## src/rtl/capt_pkg.sv

```systemverilog
package capt_pkg;
  typedef enum logic [1:0] {PS_IDLE, PS_WAIT1, PS_WAIT2} pairState_t;

  typedef struct packed {
    logic loadFirst;
    logic finish;
    logic clrFlags;
  } pairStrobes_t;
endpackage

```

## src/rtl/capt_filter.sv

```systemverilog
module capt_filter #(
  parameter int FILT_W = 4
) (
  input  logic              clk,
  input  logic              rstN,
  input  logic              rawIn,
  input  logic [FILT_W-1:0] filtLen,
  output logic              rise,
  output logic              fall
);
  logic syncA, syncB, filt, filtQ;
  logic [FILT_W-1:0] cnt;
  logic [FILT_W:0] nextCnt;

  assign nextCnt = {1'b0, cnt} + 1'b1;

  always_ff @(posedge clk or negedge rstN) begin
    if (!rstN) begin
      syncA <= 1'b0;
      syncB <= 1'b0;
      filt  <= 1'b0;
      filtQ <= 1'b0;
      cnt   <= '0;
    end else begin
      syncA <= rawIn;
      syncB <= syncA;
      filtQ <= filt;
      if (syncB == filt) begin
        cnt <= '0;
      end else if (nextCnt >= {1'b0, filtLen}) begin
        filt <= syncB;
        cnt  <= '0;
      end else begin
        cnt <= nextCnt[FILT_W-1:0];
      end
    end
  end

  assign rise = filt & ~filtQ;
  assign fall = ~filt & filtQ;

  // the filtered level only moves to a level the synchronizer already held
  assert_filter_follows_sync_R12: assert property (@(posedge clk) disable iff (!rstN)
    !$stable(filt) |-> $past(syncB) == filt);
endmodule

```

## src/rtl/capt_timer.sv

```systemverilog
module capt_timer #(
  parameter int CNT_W = 16
) (
  input  logic             clk,
  input  logic             rstN,
  input  logic             modWrEn,
  input  logic [CNT_W-1:0] modWrData,
  input  logic             anyArmed,
  output logic [CNT_W-1:0] count,
  output logic [CNT_W-1:0] curMod,
  output logic             wrap
);
  logic accept;

  assign accept = modWrEn && !anyArmed && (modWrData != '0);
  assign wrap   = (count == curMod - 1'b1);

  always_ff @(posedge clk or negedge rstN) begin
    if (!rstN) begin
      curMod <= '1;
      count  <= '0;
    end else if (accept) begin
      curMod <= modWrData;
      count  <= '0;
    end else if (wrap) begin
      count <= '0;
    end else begin
      count <= count + 1'b1;
    end
  end

  assert_mod_locked_R9: assert property (@(posedge clk) disable iff (!rstN)
    !$stable(curMod) |-> !$past(anyArmed));
  assert_count_below_mod_R9: assert property (@(posedge clk) disable iff (!rstN)
    count < curMod);
endmodule

```

## src/rtl/capt_pair_ctrl.sv

```systemverilog
module capt_pair_ctrl
  import capt_pkg::*;
(
  input  logic         clk,
  input  logic         rstN,
  input  logic         armReq,
  input  logic         disarmReq,
  input  logic         wantPeriod,
  input  logic         wantPulse,
  input  logic         oneShot,
  input  logic         invert,
  input  logic         rise,
  input  logic         fall,
  output pairStrobes_t strobes,
  output logic         armed
);
  pairState_t state;
  logic isPulse, oneShotQ, invQ;
  logic armOk, firstEdge, secondEdge;

  assign armOk      = armReq && !disarmReq && (state == PS_IDLE) && (wantPeriod ^ wantPulse);
  assign firstEdge  = invQ ? fall : rise;
  assign secondEdge = isPulse ? (invQ ? rise : fall) : firstEdge;

  always_comb begin
    strobes = '0;
    strobes.clrFlags = armOk;
    if (!disarmReq) begin
      strobes.finish    = (state == PS_WAIT2) && secondEdge;
      strobes.loadFirst = ((state == PS_WAIT1) && firstEdge) ||
                          ((state == PS_WAIT2) && secondEdge && !isPulse && !oneShotQ);
    end
  end

  always_ff @(posedge clk or negedge rstN) begin
    if (!rstN) begin
      state    <= PS_IDLE;
      isPulse  <= 1'b0;
      oneShotQ <= 1'b0;
      invQ     <= 1'b0;
    end else if (disarmReq) begin
      state <= PS_IDLE;
    end else if (armOk) begin
      state    <= PS_WAIT1;
      isPulse  <= wantPulse;
      oneShotQ <= oneShot;
      invQ     <= invert;
    end else if (state == PS_WAIT1 && firstEdge) begin
      state <= PS_WAIT2;
    end else if (state == PS_WAIT2 && secondEdge) begin
      if (oneShotQ)     state <= PS_IDLE;
      else if (isPulse) state <= PS_WAIT1;
    end
  end

  assign armed = (state != PS_IDLE);

  assert_oneshot_stops_R6: assert property (@(posedge clk) disable iff (!rstN)
    strobes.finish && oneShotQ |=> state == PS_IDLE);
  assert_bad_type_rejected_R1: assert property (@(posedge clk) disable iff (!rstN)
    (state == PS_IDLE) && armReq && (wantPeriod == wantPulse) |=> state == PS_IDLE);
endmodule

```

## src/rtl/capt_pair_dp.sv

```systemverilog
module capt_pair_dp
  import capt_pkg::*;
#(
  parameter int CNT_W  = 16,
  parameter int WRAP_W = 16,
  parameter int RES_W  = 32
) (
  input  logic             clk,
  input  logic             rstN,
  input  pairStrobes_t     strobes,
  input  logic [CNT_W-1:0] count,
  input  logic [CNT_W-1:0] curMod,
  input  logic             wrap,
  input  logic             rdAck,
  output logic [RES_W-1:0] result,
  output logic             done,
  output logic             overrun,
  output logic             rangeErr
);
  localparam int FULL_W = WRAP_W + CNT_W + 2;

  logic [CNT_W-1:0]  firstCnt;
  logic [WRAP_W-1:0] wrapCnt;
  logic [FULL_W-1:0] prod, full;
  logic              tooBig;

  assign prod   = FULL_W'(wrapCnt) * FULL_W'(curMod);
  assign full   = prod + FULL_W'(count) - FULL_W'(firstCnt);
  assign tooBig = (|full[FULL_W-1:RES_W]) || (&wrapCnt);

  always_ff @(posedge clk or negedge rstN) begin
    if (!rstN) begin
      firstCnt <= '0;
      wrapCnt  <= '0;
    end else if (strobes.loadFirst) begin
      firstCnt <= count;
      wrapCnt  <= wrap ? WRAP_W'(1) : '0;
    end else if (wrap && !(&wrapCnt)) begin
      wrapCnt <= wrapCnt + 1'b1;
    end
  end

  always_ff @(posedge clk or negedge rstN) begin
    if (!rstN) begin
      result   <= '0;
      done     <= 1'b0;
      overrun  <= 1'b0;
      rangeErr <= 1'b0;
    end else if (strobes.clrFlags) begin
      done    <= 1'b0;
      overrun <= 1'b0;
    end else if (strobes.finish) begin
      result   <= tooBig ? '0 : full[RES_W-1:0];
      rangeErr <= tooBig;
      done     <= 1'b1;
      overrun  <= overrun | (done & !rdAck);
    end else if (rdAck) begin
      done <= 1'b0;
    end
  end

  assert_done_from_finish_R11: assert property (@(posedge clk) disable iff (!rstN)
    $rose(done) |-> $past(strobes.finish));
  assert_overrun_needs_done_R11: assert property (@(posedge clk) disable iff (!rstN)
    $rose(overrun) |-> $past(done));
endmodule

```

## src/rtl/capt_top.sv

```systemverilog
module capt_top
  import capt_pkg::*;
#(
  parameter int PAIRS  = 2,
  parameter int CNT_W  = 16,
  parameter int WRAP_W = 16,
  parameter int FILT_W = 4
) (
  input  logic               clk,
  input  logic               rstN,
  input  logic [PAIRS-1:0]   sigIn,
  input  logic [FILT_W-1:0]  filtLen,
  input  logic               modWrEn,
  input  logic [CNT_W-1:0]   modWrData,
  output logic [CNT_W-1:0]   curMod,
  input  logic [PAIRS-1:0]   armReq,
  input  logic [PAIRS-1:0]   disarmReq,
  input  logic [PAIRS-1:0]   capPeriod,
  input  logic [PAIRS-1:0]   capPulse,
  input  logic [PAIRS-1:0]   oneShot,
  input  logic [PAIRS-1:0]   invert,
  input  logic [PAIRS-1:0]   rdAck,
  output logic [PAIRS-1:0]   armed,
  output logic [PAIRS-1:0]   done,
  output logic [PAIRS-1:0]   overrun,
  output logic [PAIRS-1:0]   rangeErr,
  output logic [PAIRS*32-1:0] result
);
  localparam int RES_W = 32;

  logic [CNT_W-1:0] count;
  logic             wrap;

  capt_timer #(.CNT_W(CNT_W)) i_timer (
    .clk(clk), .rstN(rstN), .modWrEn(modWrEn), .modWrData(modWrData),
    .anyArmed(|armed), .count(count), .curMod(curMod), .wrap(wrap)
  );

  for (genvar p = 0; p < PAIRS; p++) begin : g_pair
    logic         rise, fall;
    pairStrobes_t strobes;

    capt_filter #(.FILT_W(FILT_W)) i_filter (
      .clk(clk), .rstN(rstN), .rawIn(sigIn[p]), .filtLen(filtLen),
      .rise(rise), .fall(fall)
    );

    capt_pair_ctrl i_ctrl (
      .clk(clk), .rstN(rstN), .armReq(armReq[p]), .disarmReq(disarmReq[p]),
      .wantPeriod(capPeriod[p]), .wantPulse(capPulse[p]), .oneShot(oneShot[p]),
      .invert(invert[p]), .rise(rise), .fall(fall), .strobes(strobes),
      .armed(armed[p])
    );

    capt_pair_dp #(.CNT_W(CNT_W), .WRAP_W(WRAP_W), .RES_W(RES_W)) i_dp (
      .clk(clk), .rstN(rstN), .strobes(strobes), .count(count), .curMod(curMod),
      .wrap(wrap), .rdAck(rdAck[p]), .result(result[p*RES_W +: RES_W]),
      .done(done[p]), .overrun(overrun[p]), .rangeErr(rangeErr[p])
    );
  end
endmodule

```

## config.mk

```make
export PLATFORM = sky130hd
export DESIGN_NAME = capt_top
export DESIGN_NICKNAME = d
export VERILOG_FILES = /design/src/rtl/capt_pkg.sv /design/src/rtl/capt_filter.sv /design/src/rtl/capt_timer.sv /design/src/rtl/capt_pair_ctrl.sv /design/src/rtl/capt_pair_dp.sv /design/src/rtl/capt_top.sv
export SDC_FILE = /design/constraint.sdc
export NUM_CORES = 2
export LEC_CHECK = 0
export BUFFER_PORTS_ARGS = -buffer_cell sky130_fd_sc_hd__buf_4
export CAP_MARGIN = 25
export CORE_MARGIN = 2
export CORE_UTILIZATION = 45
export CTS_CLUSTER_DIAMETER = 80
export DETAILED_ROUTE_END_ITERATION = 7
export MAX_ROUTING_LAYER = met4
export SYNTH_ARGS = -nofsm -noshare
export SYNTH_HDL_FRONTEND = slang
export SYNTH_HIERARCHICAL = 1
export SYNTH_SLANG_ARGS = --single-unit
```

## constraint.sdc

```tcl
create_clock -name clk -period 8.6 [get_ports clk]
set_clock_uncertainty 0.05 [all_clocks]
set_input_delay 0.43 -clock clk [delete_from_list [all_inputs] [get_ports clk]]
set_output_delay 0.43 -clock clk [all_outputs]
set_load 0.02 [all_outputs]
```

==> results.md <==
- In the synthesized netlist the dominant register cell turns out to be dfrtp_1.
- The net count of the mapped netlist is 3851.
- Routability-driven placement finished with a final weighted congestion of 0.887.
- The first global-routing pass estimated 122000 um of wire.
- The first detailed-routing pass took 5 iterations.
- For this run, the number of Yosys warnings is 6.
- The share of the Yosys chip area taken by registers is 16.9%.
- Compared with the post-synthesis result, the final layout area differs by 7.53%.
- Detailed placement ended at an HPWL of 57100 um.
- The depth of the worst register-to-register path is 20.
- The final count of pins violating max slew is 0.
- On the critical path the largest part of the delay comes from adder cells.
- The data arrival at the endpoint of the critical path is 7720 ps.
- The largest stage delay on the critical path is 1090 ps.
- The transition at the pin with the smallest max-transition slack is 960 ps.
- The number of nets in the layout is 3877.
- The number of vias after detailed routing is 20988.
- The number of DRC violations after detailed routing is 0.
- The total congestion overflow is 0.
- After floorplanning, the core was divided into 92 placement rows.
- Across the run, the number of max-cap violations was 0.
- The routed design has 73400 um of wire.
- The pre-CTS setup slack is 1290 ps.
- The clock transition at the registers of the reported paths is 90 ps.
- TritonCTS built the clock tree.
- The per-cell via count in the routed design is 5.28.
- The post-cts gate resize count is 0.
- The number of global-route vias before repair came to 22736.
- The worst reg2reg path endpoint is g_pair[0].i_dp/result[4].
- The critical path goes through nand2_1, fa_1, fa_1, inv_1, fa_1, fa_1, fa_1, inv_1, fa_1, inv_1, ha_1, a21oi_2, o21ai_2, or4_4, a31oi_2, nor4_1, or3_4, a211oi_4, buf_4, a32o_1.
- Among the stages of the critical path, the cell type that occurs most often is fa_1.
- The critical path start-end classification is reg -> reg.
- The synthesized netlist occupies a cell area of 28500 um^2.
- The proportion of synthesized flip-flops having asynchronous set or reset is 100%.
- Measured on the finished design, the core utilization comes to 48.8%.
- The worst-case clock buffer depth is 2.
- The depth of the worst hold-timing path is 2.
- The final-layout fill cell count is 5969.
- Including well taps, the total number of placed cells is 3937.
- The min-delay analysis places its worst path in the category in -> reg.
- The post-route clock period utilization is 85.4%.
- Counting the buffers created by CTS gives 17.
- The width of the die is 256 um.
- The cell count after synthesis is 3088.
- The synthesized area per cell is 9.24 um^2.
- The post-synthesis register bit count is 192.
- The root buffer cell chosen for the clock tree is clkbuf_16.
- The post-detailed-route wirelength per cell is 18.5 um.
- The critical path contains buffers and inverters numbering 4 combined.
- The floorplan die area is 65400 um^2.
- Yosys mapped the design onto 82 distinct sky130hd cell types.
- The slowest stage of the critical path is the dfstp_2 cell.
- The hold violation total from the final report was 0.
- The number of antenna diodes is 0.
- The flow ran to the end, and the final reports show no timing, DRC or antenna violations.
- In the final layout, the share of cells above drive strength 1 is 8.35%.
- In this run the register-to-register setup slack is 1260 ps.
- The count of flip-flops with a built-in enable after synthesis is 0.
- The number of sinks on the clock net is 192.
- The worst hold path begins at disarmReq[0].
- The path with the worst hold slack has its endpoint at g_pair[0].i_ctrl/state[0].
- The count of nets left with antenna violations after detail routing is 0.
- The required arrival time at the worst endpoint is 8980 ps.
- The placeable core region is 62900 um^2.
- The total negative slack for setup checks is 0 ps.
- Leaving out filler cells and counting taps, the final layout contains 3973.
- Setup violations remaining at the end of the flow were counted as 0.
- In this run the critical register-to-register path is launched from i_timer/curMod[4].
- The final worst-path setup slack is 1260 ps.
- The sort of element at the end of the critical path is a register.
- The number of top-level design ports is 127.
- In this run the tightest slew margin relative to its limit is 36.0%.
- The clock insertion delay at the later pin of the skew report is 490 ps.
- The sort of element at the start of the critical path is a register.
- The number of antenna violations at the first check in global routing is 0.
- The detailed router finished its first iteration with 1325 violations.
- The shortest period the worst path allows is 7340 ps.
- The initial core utilization is 45.4%.
- In this run the vertical extent of the chip is 256 um.
- Setup repair after global routing left no endpoint under its margin.
- The highest attainable clock frequency is 136 MHz.
- The maximum number of pins on one net before global-route repair is 71.
- Along the worst path, the maximum fanout reaches 39.
- The overall fraction of global-route tracks in use is 24.1%.
- The H-tree depth is 4.
- Input and output buffers added on the ports amount to 126.
[timing repair]
item,4_1_cts,5_1_grt
hold buffers,3,0
hold endpoints to repair,68,0
buffers inserted,0,0
[worst max path at each step]
stage                             startpoint                        end  slack (ps)  cells after the start
after global routing      i_timer/curMod[11]   g_pair[0].i_dp/result[4]         970                     19
after floorplan            i_timer/curMod[4]  g_pair[0].i_dp/result[12]        1860                     21
after global placement    i_timer/curMod[13]   g_pair[0].i_dp/result[4]        1400                     20
after CTS                 i_timer/curMod[13]   g_pair[0].i_dp/result[4]        1280                     20
final                      i_timer/curMod[4]   g_pair[0].i_dp/result[4]        1260                     20
after detailed placement   i_timer/curMod[4]   g_pair[0].i_dp/result[4]        1290                     20
[cell families (layout without fill, tap and decap cells)]
kind of cell	count (synthesis)	after routing	synth area share [%]
and+or+nand+nor	911	911	15.6
xor gates and xnor gates	112	112	3.44
adders and majority gates	724	724	43.6
DFF	192	192	16.9
buffers and inverters	773	812	10.6
muxes	38	38	1.47
AOI/OAI and AO/OA	338	338	8.37
[area by class of cell]
class                      count  area (um^2)  share of cell area (%)
tap                          846         1060                    3.45
clock inverter                12          118                   0.383
inverter                     629         2360                    7.70
sequential                   192         4820                    15.7
multi-input combinational   2123        20700                    67.5
timing repair buffer         151         1170                    3.81
clock buffer                  20          447                    1.46
[state kept, by name (all words and copies together), names as in the netlist, 4 cells and up]
| signal | count |
|---|---|
| g_pair.i_dp/wrapCnt | 32 |
| g_pair.i_ctrl/state | 4 |
| i_timer/curMod | 16 |
| g_pair.i_filter/cnt | 8 |
| i_timer/count | 16 |
| g_pair.i_dp/firstCnt | 32 |
| g_pair.i_dp/result | 64 |
[layout by cell type (no fill, tap or decap), types with 53 or more instances in the layout]
cell and count:
nand2_1 419, nor2_1 91, o21ai_0 69, buf_4 146
a21oi_1 77, fa_1 450, inv_1 629, xor2_1 53
dfrtp_1 176, ha_1 274, and2_1 212, xnor2_1 59
[per-layer routing]
| metal | wire, um | part of all wire (%) | GRT usage [%] |
|---|---|---|---|
| met4 | 1540 | 2.1 | 6.55 |
| met2 | 36300 | 49 | 40.2 |
| met1 | 32200 | 44 | 31.0 |
| met3 | 3310 | 4.5 | 2.90 |
| met5 | 0 | 0 | - |
[synth_stat cells, types with 5 or more instances]
master      n  area (um^2)
inv_1     629         2360
fa_1      450         9010
nand2_1   419         1570
ha_1      274         3430
and2_1    212         1330
dfrtp_1   176         4400
clkbuf_1  117          439
nor2_1     91          342
a21oi_1    77          385
o21ai_0    69          345
xnor2_1    59          517
xor2_1     53          464
a22o_1     51          447
nand3_1    33          165
mux2_2     30          338
nand4_1    24          150
a21o_1     22          165
nor2b_1    22          138
nor3_1     21          105
and3_1     18          113
dfstp_2    16          420
a211oi_1   13         97.6
or3_1      13         81.3
nand2b_1   12         75.1
o211ai_1   11         82.6
a22o_2     10          100
buf_6      10          113
nor4_1     10         62.6
o31ai_1     9         67.6
buf_1       8         30.0
mux2i_1     8         80.1
o21bai_1    8         60.1
o21a_1      7         52.6
a31oi_1     6         37.5
and4_1      5         43.8
buf_4       5         37.5
nor3b_1     5         37.5
[per-stage QoR]
stage	hold slack (ps)	instance area (um^2)
after floorplan	84.4	28500
after global placement	283	30000
after detailed placement	290	30000
after CTS	49.4	30600
after global routing	55.0	30700
final	81.4	30700
Power is left out: the tool's default activity adds up to more than one toggle a clock period on the data nets, which glitch-free logic cannot reach.
